**src/rtl/cpu16_pkg.sv**
```systemverilog
package cpu16_pkg;
  localparam int INSTR_W = 24;
  localparam int OP_W    = 5;
  localparam int RSEL_W  = 3;
  localparam int IMM_W   = 16;
  localparam int NEAR_W  = 13;

  typedef enum logic [OP_W-1:0] {
    OP_NOP  = 5'd0,
    OP_LDI  = 5'd1,
    OP_MOV  = 5'd2,
    OP_ADD  = 5'd3,
    OP_SUB  = 5'd4,
    OP_ADDI = 5'd5,
    OP_IN   = 5'd6,
    OP_OUT  = 5'd7,
    OP_JMP  = 5'd8,
    OP_BRZ  = 5'd9,
    OP_BNZ  = 5'd10,
    OP_BNE  = 5'd11,
    OP_BLT  = 5'd12,
    OP_PSHI = 5'd13,
    OP_RTN  = 5'd14,
    OP_SETA = 5'd15,
    OP_STM  = 5'd16,
    OP_LDM  = 5'd17
  } opcode_e;

  typedef struct packed {
    logic [OP_W-1:0]   op;
    logic [RSEL_W-1:0] ra;
    logic [IMM_W-1:0]  imm;
  } instr_t;
endpackage

```
**src/rtl/cpu16_regfile.sv**
```systemverilog
module cpu16_regfile #(
  parameter int DATA_W = 16,
  parameter int NREGS  = 8,
  localparam int SEL_W = $clog2(NREGS)
) (
  input  logic              clk,
  input  logic              rst,
  input  logic              we,
  input  logic [SEL_W-1:0]  wsel,
  input  logic [DATA_W-1:0] wdata,
  input  logic [SEL_W-1:0]  asel,
  output logic [DATA_W-1:0] adata,
  input  logic [SEL_W-1:0]  bsel,
  output logic [DATA_W-1:0] bdata
);
  logic [DATA_W-1:0] regs_q [NREGS];

  for (genvar g = 0; g < NREGS; g++) begin : g_reg
    always_ff @(posedge clk) begin
      if (rst)                           regs_q[g] <= '0;
      else if (we && wsel == SEL_W'(g))  regs_q[g] <= wdata;
    end
  end

  assign adata = regs_q[asel];
  assign bdata = regs_q[bsel];
endmodule

```
**src/rtl/cpu16_retstack.sv**
```systemverilog
module cpu16_retstack #(
  parameter int ADDR_W = 16,
  parameter int DEPTH  = 8,
  localparam int PTR_W = (DEPTH > 1) ? $clog2(DEPTH) : 1,
  localparam int CNT_W = $clog2(DEPTH + 1)
) (
  input  logic              clk,
  input  logic              rst,
  input  logic              push,
  input  logic [ADDR_W-1:0] push_addr,
  input  logic              pop,
  output logic [ADDR_W-1:0] top_addr,
  output logic              empty
);
  localparam logic [PTR_W-1:0] LAST = PTR_W'(DEPTH - 1);
  localparam logic [CNT_W-1:0] FULL = CNT_W'(DEPTH);

  logic [ADDR_W-1:0] slot_q [DEPTH];
  logic [PTR_W-1:0]  wptr_q, wptr_nx, wptr_pv;
  logic [CNT_W-1:0]  cnt_q;

  assign wptr_nx  = (wptr_q == LAST) ? '0 : wptr_q + 1'b1;
  assign wptr_pv  = (wptr_q == '0) ? LAST : wptr_q - 1'b1;
  assign top_addr = slot_q[wptr_pv];
  assign empty    = (cnt_q == '0);

  always_ff @(posedge clk) begin
    if (push) slot_q[wptr_q] <= push_addr;
  end

  always_ff @(posedge clk) begin
    if (rst) begin
      wptr_q <= '0;
      cnt_q  <= '0;
    end else if (push) begin
      wptr_q <= wptr_nx;
      if (cnt_q != FULL) cnt_q <= cnt_q + 1'b1;
    end else if (pop && !empty) begin
      wptr_q <= wptr_pv;
      cnt_q  <= cnt_q - 1'b1;
    end
  end

  AST_STACK_BOUND: assert property (@(posedge clk) disable iff (rst)
    cnt_q <= FULL);
  AST_FULL_STAYS_FULL: assert property (@(posedge clk) disable iff (rst)
    (push && cnt_q == FULL) |=> cnt_q == FULL);
  AST_EMPTY_POP_NOOP: assert property (@(posedge clk) disable iff (rst)
    (pop && !push && empty) |=> (cnt_q == '0 && $stable(wptr_q)));
endmodule

```
**src/rtl/cpu16_core.sv**
```systemverilog
module cpu16_core
  import cpu16_pkg::*;
#(
  parameter int NREGS       = 8,
  parameter int STACK_DEPTH = 8,
  parameter int NPORTS      = 4,
  parameter int PORT_W      = 8,
  parameter int CALL_W      = 5,
  localparam int DATA_W     = IMM_W,
  localparam int PC_W       = IMM_W,
  localparam int SEL_W      = $clog2(NREGS),
  localparam int PSEL_W     = (NPORTS > 1) ? $clog2(NPORTS) : 1
) (
  input  logic                     clk,
  input  logic                     rst,
  output logic [PC_W-1:0]          rom_addr,
  input  logic [INSTR_W-1:0]       rom_data,
  input  logic [NPORTS*PORT_W-1:0] in_ports,
  output logic [NPORTS*PORT_W-1:0] out_ports,
  output logic [DATA_W-1:0]        mem_addr,
  output logic [DATA_W-1:0]        mem_wdata,
  output logic                     mem_we,
  input  logic [DATA_W-1:0]        mem_rdata,
  output logic [CALL_W-1:0]        call_code,
  input  logic                     call_ack
);
  instr_t             ins;
  logic [SEL_W-1:0]   rs;
  logic [PSEL_W-1:0]  psel;
  logic [CALL_W-1:0]  code;
  logic [DATA_W-1:0]  a_val, b_val, wdata;
  logic               we, push, pop, out_we, seta;
  logic [PC_W-1:0]    pc_q, pc_nx, pc_inc, near_tgt, stk_top;
  logic               stk_empty;
  logic [PORT_W-1:0]  in_byte;
  logic [DATA_W-1:0]  maddr_q;
  logic [PORT_W-1:0]  out_q [NPORTS];

  assign ins      = instr_t'(rom_data);
  assign rs       = ins.imm[IMM_W-1 -: SEL_W];
  assign psel     = ins.imm[PSEL_W-1:0];
  assign code     = ins.imm[CALL_W-1:0];
  assign pc_inc   = pc_q + 1'b1;
  assign near_tgt = PC_W'(ins.imm[NEAR_W-1:0]);
  assign in_byte  = in_ports[psel*PORT_W +: PORT_W];

  cpu16_regfile #(.DATA_W(DATA_W), .NREGS(NREGS)) u_rf (
    .clk(clk), .rst(rst), .we(we), .wsel(ins.ra[SEL_W-1:0]), .wdata(wdata),
    .asel(ins.ra[SEL_W-1:0]), .adata(a_val), .bsel(rs), .bdata(b_val)
  );

  cpu16_retstack #(.ADDR_W(PC_W), .DEPTH(STACK_DEPTH)) u_stk (
    .clk(clk), .rst(rst), .push(push), .push_addr(ins.imm),
    .pop(pop), .top_addr(stk_top), .empty(stk_empty)
  );

  always_comb begin
    we        = 1'b0;
    wdata     = '0;
    pc_nx     = pc_inc;
    push      = 1'b0;
    pop       = 1'b0;
    out_we    = 1'b0;
    seta      = 1'b0;
    mem_we    = 1'b0;
    call_code = '0;
    case (opcode_e'(ins.op))
      OP_NOP: if (code != '0) begin
        call_code = code;
        if (!call_ack) pc_nx = pc_q;
      end
      OP_LDI:  begin we = 1'b1; wdata = ins.imm; end
      OP_MOV:  begin we = 1'b1; wdata = b_val; end
      OP_ADD:  begin we = 1'b1; wdata = a_val + b_val; end
      OP_SUB:  begin we = 1'b1; wdata = a_val - b_val; end
      OP_ADDI: begin we = 1'b1; wdata = a_val + ins.imm; end
      OP_IN:   begin we = 1'b1; wdata = DATA_W'(in_byte); end
      OP_OUT:  out_we = 1'b1;
      OP_JMP:  pc_nx = ins.imm;
      OP_BRZ:  if (a_val == '0) pc_nx = ins.imm;
      OP_BNZ:  if (a_val != '0) pc_nx = ins.imm;
      OP_BNE:  if (a_val != b_val) pc_nx = near_tgt;
      OP_BLT:  if (a_val < b_val) pc_nx = near_tgt;
      OP_PSHI: push = 1'b1;
      OP_RTN:  begin pop = 1'b1; if (!stk_empty) pc_nx = stk_top; end
      OP_SETA: seta = 1'b1;
      OP_STM:  mem_we = 1'b1;
      OP_LDM:  begin we = 1'b1; wdata = mem_rdata; end
      default: ;
    endcase
  end

  always_ff @(posedge clk) begin
    if (rst) begin
      pc_q    <= '0;
      maddr_q <= '0;
    end else begin
      pc_q <= pc_nx;
      if (seta) maddr_q <= a_val;
    end
  end

  for (genvar p = 0; p < NPORTS; p++) begin : g_out
    always_ff @(posedge clk) begin
      if (rst)                               out_q[p] <= '0;
      else if (out_we && psel == PSEL_W'(p)) out_q[p] <= a_val[PORT_W-1:0];
    end
    assign out_ports[p*PORT_W +: PORT_W] = out_q[p];
  end

  assign rom_addr  = pc_q;
  assign mem_addr  = maddr_q;
  assign mem_wdata = a_val;

  AST_JMP_LANDS: assert property (@(posedge clk) disable iff (rst)
    (ins.op == OP_JMP) |=> rom_addr == $past(ins.imm));
  AST_PLAIN_STEP: assert property (@(posedge clk) disable iff (rst)
    (ins.op inside {OP_LDI, OP_MOV, OP_ADD, OP_SUB, OP_ADDI, OP_IN, OP_OUT,
                    OP_SETA, OP_STM, OP_LDM})
    |=> rom_addr == $past(rom_addr) + 1'b1);
  AST_CALL_HOLD: assert property (@(posedge clk) disable iff (rst)
    (ins.op == OP_NOP && code != '0 && !call_ack) |=> $stable(rom_addr));
  AST_OUT_KEEP: assert property (@(posedge clk) disable iff (rst)
    (ins.op != OP_OUT) |=> $stable(out_ports));
  AST_ADDR_KEEP: assert property (@(posedge clk) disable iff (rst)
    (ins.op != OP_SETA) |=> $stable(mem_addr));
endmodule

```
**config.mk**
```make
export PLATFORM = sky130hd
export DESIGN_NAME = cpu16_core
export DESIGN_NICKNAME = d
export VERILOG_FILES = /design/src/rtl/cpu16_pkg.sv /design/src/rtl/cpu16_regfile.sv /design/src/rtl/cpu16_retstack.sv /design/src/rtl/cpu16_core.sv
export SDC_FILE = /design/constraint.sdc
export NUM_CORES = 1
export LEC_CHECK = 0
export CAP_MARGIN = 10
export CORE_MARGIN = 3
export CORE_UTILIZATION = 50
export DETAILED_ROUTE_END_ITERATION = 8
export DONT_BUFFER_PORTS = 1
export GPL_ROUTABILITY_DRIVEN = 0
export GPL_TIMING_DRIVEN = 0
export PLACE_DENSITY_LB_ADDON = 0.1
export RECOVER_POWER = 50
export SYNTH_ARGS = -nofsm -noshare
export SYNTH_HDL_FRONTEND = slang
export SYNTH_HIERARCHICAL = 1
export SYNTH_SLANG_ARGS = --single-unit
```
**constraint.sdc**
```tcl
create_clock -name clk -period 4.9 [get_ports clk]
set_input_delay 0.735 -clock clk [delete_from_list [all_inputs] [get_ports clk]]
set_output_delay 0.735 -clock clk [all_outputs]
set_load 0.005 [all_outputs]
```
# Word level (Yosys, flattened, before mapping)
# Memory sizes are Yosys's and may differ from the RTL's.
# Index checks and enable logic that the tools add are counted.
# totals
in_bits,75
wordCells,162
output_inout_bits,86
memories,3
ram_bits,288
reg_bits,39
# op_classes
eq_ne,32
reduce_logical,25
n_addsub,8
mux,76
n_shift,1
n_bitwise,12
order_cmp,1
# mem_list
memory,depth,width,read_ports,rd_clocked_by_memory_dff,wr,line_no,rtl
u_rf.regs_q,8,16,2,0,8,cpu16_regfile.sv:16,logic [DATA_W-1:0] regs_q [NREGS];
u_stk.slot_q,8,16,1,0,1,cpu16_retstack.sv:18,logic [ADDR_W-1:0] slot_q [DEPTH];
out_q,4,8,4,0,4,cpu16_core.sv:37,logic [PORT_W-1:0] out_q [NPORTS];
# ops
operator,count
2-to-1 mux 16 bit,15
one-hot mux 16 bit (7 select lines),2
2-to-1 mux 1 bit,46
equality test 5 x 4 -> 1 bit (second input constant),8
adder 16 bit,2
2-to-1 mux 8 bit,4
indexed part select 32 x 6 -> 8 bit,1
equality test 5 x 3 -> 1 bit (second input constant),4
adder 16 x 1 -> 16 bit (second input constant),1
zero test 16 bit,1
< comparator 16 bit,1
!= test 16 bit,1
nonzero test 16 bit,1
subtractor 16 bit,1
equality test 3 bit (second input constant),5
logical AND 1 bit,13
2-to-1 mux 3 bit,4
2-to-1 mux 4 bit,3
OR 1 bit,12
equality test 5 x 2 -> 1 bit (second input constant),2
equality test 5 bit (second input constant),2
2-to-1 mux 5 bit,2
OR reduction 7 bit,1
equality test 3 x 2 -> 1 bit (second input constant),2
19 further kinds,21

# Longest topological paths before layout
# logic_depth
word_depth,8
ltp_mapped,19
depth_no_buf,16

# Modules after synthesis
# The synthesis kept the hierarchy.
# by_module_without_submodules
module,area_per_inst_um2,n_inst,seq_area_each_um2,cells_per_inst
cpu16_regfile,6912.9,1,3843.7,431
cpu16_core,5754.3,1,1601.5,686
cpu16_retstack,5482.8,1,3983.8,323

# Worst setup path before layout
# Ideal clock, no wire load.
# synth_timing
path_type,input to register
startpoint,input port rom_data[16]
endpoint,memory u_rf.regs_q[0][15] (data pin)
required_ns,4.743
setup_slack_ns,0.323
setup_time_ns,0.157
t_arrival_ns,4.420
cell_stages,15
path_cell_list,buf_6 -> buf_6 -> mux4_1 -> mux2_2 -> ha_1 -> nor2b_4 -> o31a_1 -> o311a_1 -> or4_4 -> a311o_1 -> o31ai_4 -> mux2i_1 -> a211o_1 -> clkinv_1 -> nor3_1
# synth_rtl
element,line_no,rtl
from (decl),cpu16_core.sv:17,"input logic [INSTR_W-1:0] rom_data,"
to (decl),cpu16_regfile.sv:16,

# Final worst setup path
# layout_timing
startpoint,input port rom_data[16]
endpoint,register pc_q[6] (netlist: rom_addr[6])
# layout_via
elab_chain_cells,4
# layout_rtl
element,line_no,rtl
memory (8 x 16 bit) *,n/a,
via mem_wdata[6],cpu16_core.sv:21,"output logic [DATA_W-1:0] mem_wdata,"
< comparator 16 bit (tied with other cells),cpu16_core.sv:83,OP_BLT: if (a_val < b_val) pc_nx = near_tgt;
"2-to-1 mux 16 bit, on equally long branches",n/a,
one-hot mux 16 bit (7 select lines) *,cpu16_core.sv:67,case (opcode_e'(ins.op))
to (signal assigned),cpu16_core.sv:98,pc_q <= pc_nx;
to (decl),cpu16_core.sv:33,"logic [PC_W-1:0] pc_q, pc_nx, pc_inc, near_tgt, stk_top;"
# The timed path passes the listed nets; every way through them passes the cells marked *.
# A chain may end at the register's enable or synchronous reset.

==> metrics.txt <==
syn avg cell area=12.6 um2; R2R Path Start=u_rf/regs_q[3][13]$_SDFFCE_PN0P_; clk slew on worst S/H paths=0.06 ns; Syn. warnings=6; Port Buffers=0; P_int=4920 uW; min setup slack post-route=0.158 ns; Worst EP required=5.32 ns; Worst setup startpoint=rom_data[16]; largest net degree at the start of global routing=21; antenna-violating nets left=0; worst path cell trace=buf_6 > buf_6 > mux4_1 > mux2_2 > ha_1 > nand4_1 > nor4_1 > o22ai_1 > a211oi_1 > o21ai_0 > buf_2 > a221oi_1 > o31a_1 > nor3_1; cell family with most CP delay=compound AO/OA/AOI/OAI gates; initial antenna violation count=2; P_sw=1740 uW; Overflow after GRT=0; Crit path arrival time=5.16 ns; clock buffer depth=3; fin nets=1616; die span in y=197 um; TritonCTS Sinks=327; leakage=0.00694 uW; htree depth=2; Initial DRT Pass Iterations=6; CP Max Fanout=10; Worst Tran Pin Value=1.18 ns; fin area=20100 um2; Main synth FF type=edfxtp_1; hold wc startpoint=rst; die area=38600 um2; RSZ-0062 raised after global routing=no; maxcap violations=0; CTS root buf=clkbuf_16; Fin. Hold Viols=0; Crit. End Element=flop; Critical Path Start Type=primary input; Overall Power=6670 uW; drt wl/cell=27.9 um; sw frac=0.262; layout cells sized above 1=0.131; Setup Skew=0.0194 ns; register area share after synthesis=0.520; Layout area overhead=10.6%; hpwl dp=40000 um; WS Path Type=in2reg; Iteration-0 DRC Markers=1337; final setup violation count=0; Clock Latency Late Sink=0.56 ns; Sequential Power Share=0.470; CP peak stage delay=0.85 ns; distinct cell type count after synthesis=77; Yosys reg bits=327; Via density=6.56; Rows=69; fmax=211 MHz; final hold slack=0.255 ns; initial core utilization=0.509; global-route total usage across every layer=0.283; post-route minimum period=4.74 ns; Worst Hold Endpoint=u_stk/wptr_q[1]$_SDFFE_PP0P_; worst path bufs/invs=3; fin util=0.563; Die W=197 um; Final Cycle Share=0.968; run status=complete, no violations; Area after DPL=19000 um2; vias=13000; Inserted Clock Buffers=37; Logic pwr share=0.147; vias in the first global route=12700; most frequent cell on the critical path=buf_6; Slew Limit Fails=0; Post-Synthesis Cells=1440; io pins=161; count of flip-flops with a built-in enable after synthesis=288; clock power share=0.383; setup slack at placement=-0.984 ns; VDD IR-drop max=296 uV; first-pass GRT wire length=81700 um; Max-slew headroom=0.207; mapped cell area=18100 um2; CTS tree=yes; slowest stage cell, crit path=nor4_1; worst r2r dst=rom_addr[6]$_SDFFE_PP0P_; DRC Markers=0; flop2flop setup slack=0.35 ns; CTS hold repair buffers=0; Reg2Reg Depth=12; core box area=35700 um2; WL final=55400 um; Hold Crit Class=in2reg; Hold Path Stages=1; Syn Nets=1560; Power Density=332 nW/um2; Async SR Flop Fraction=0
==> worst reg2reg max path, stage by stage (launching register included) <==
cell and delay, ns:
edfxtp_1 0.38, mux4_1 0.53, mux2_1 0.49, ha_1 0.46, nand4_1 0.16, nor4_1 0.84, o22ai_1 0.22, a211oi_1 0.26
o21ai_0 0.22, buf_2 0.27, a221oi_1 0.35, o31a_1 0.20, nor3_1 0.05
==> metal layers <==
layer	GRT usage	wire length, um
met1	0.388	22900
met2	0.468	26800
met3	0.0453	3970
met4	0.0948	1730
met5	0	10
==> synthesized netlist by cell type (34+ instances only) <==
library cell	instances	area share
inv_1	44	0.0091
mux2i_1	41	0.023
mux2_2	49	0.030
ha_1	42	0.029
nor2_1	57	0.012
a21oi_1	63	0.017
o22ai_1	34	0.012
nor3_1	157	0.043
clkbuf_1	55	0.011
o21ai_0	38	0.010
edfxtp_1	288	0.48
nand2_1	86	0.018
mux4_1	56	0.081
dfxtp_1	39	0.043
==> cell type report <==
type	instances	area [um2]
Antenna cell	2	5.00
Buffer	97	534
Clock buffer	44	952
Clock inverter	20	145
Fill cell	2967	15600
Inverter	61	233
Multi-Input combinational cell	955	8000
Sequential cell	327	9430
Tap cell	461	577
Timing Repair Buffer	17	196
==> sequential cells by signal, indices dropped and copies added (netlist names) <==
name	flops
u_rf/regs_q	128
mem_addr	16
u_stk/wptr_q	3
u_stk/cnt_q	4
out_q	32
u_stk/slot_q	128
rom_addr	16
==> per-stage QoR <==
stage | cells | TNS (ns)
global placement | 1901 | -62.40
finish | 1984 | 0
CTS | 1982 | 0
floorplan | 1440 | 0
global route | 1983 | 0
detailed placement | 1917 | -66.82
==> repair_timing <==
item,4_1_cts,5_1_grt
pin swaps,0,0
buffers inserted,1,0
resized for setup,3,10
setup endpoints to repair,66,53
==> cells by family after synthesis <==
family | synth area share
buffers and inverters | 0.0421
AND/OR/NAND/NOR | 0.121
AO/OA/AOI/OAI | 0.101
XOR/XNOR | 0.0145
flip-flops | 0.520
adder cells (fa/ha/maj) | 0.0323
multiplexers | 0.169
==> layout by cell type (no fill, tap or decap), drive strengths merged, types with 46 or more instances in the layout <==
cell      n
nor3    158
mux2     49
a21oi    63
nand2    86
inv      48
buf      46
edfxtp  288
mux4     84
nor2     57
clkbuf  112
==> how the worst max path moves through the flow <==
stage	to	slack, ns	cells after the start
final	rom_addr[6]$_SDFFE_PP0P_	0.16	14
after global routing	u_rf/regs_q[6][10]$_SDFFCE_PN0P_	0.02	19
after CTS	u_rf/regs_q[7][14]$_SDFFCE_PN0P_	0.07	16
after detailed placement	u_rf/regs_q[1][12]$_SDFFCE_PN0P_	-0.98	19
after global placement	u_rf/regs_q[2][12]$_SDFFCE_PN0P_	-0.92	19
after floorplan	u_rf/regs_q[0][15]$_SDFFCE_PN0P_	0.32	15
==> power by group through the flow <==
stage | clock [uW] | combinational, uW | sequential (uW)
floorplan | 0 | 685 | 3180
global placement | 0 | 928 | 3190
detailed placement | 0 | 954 | 3190
CTS | 2610 | 964 | 3130
global route | 2720 | 1050 | 3140
finish | 2560 | 979 | 3130
Note: power is estimated with default switching activity, not from simulation.
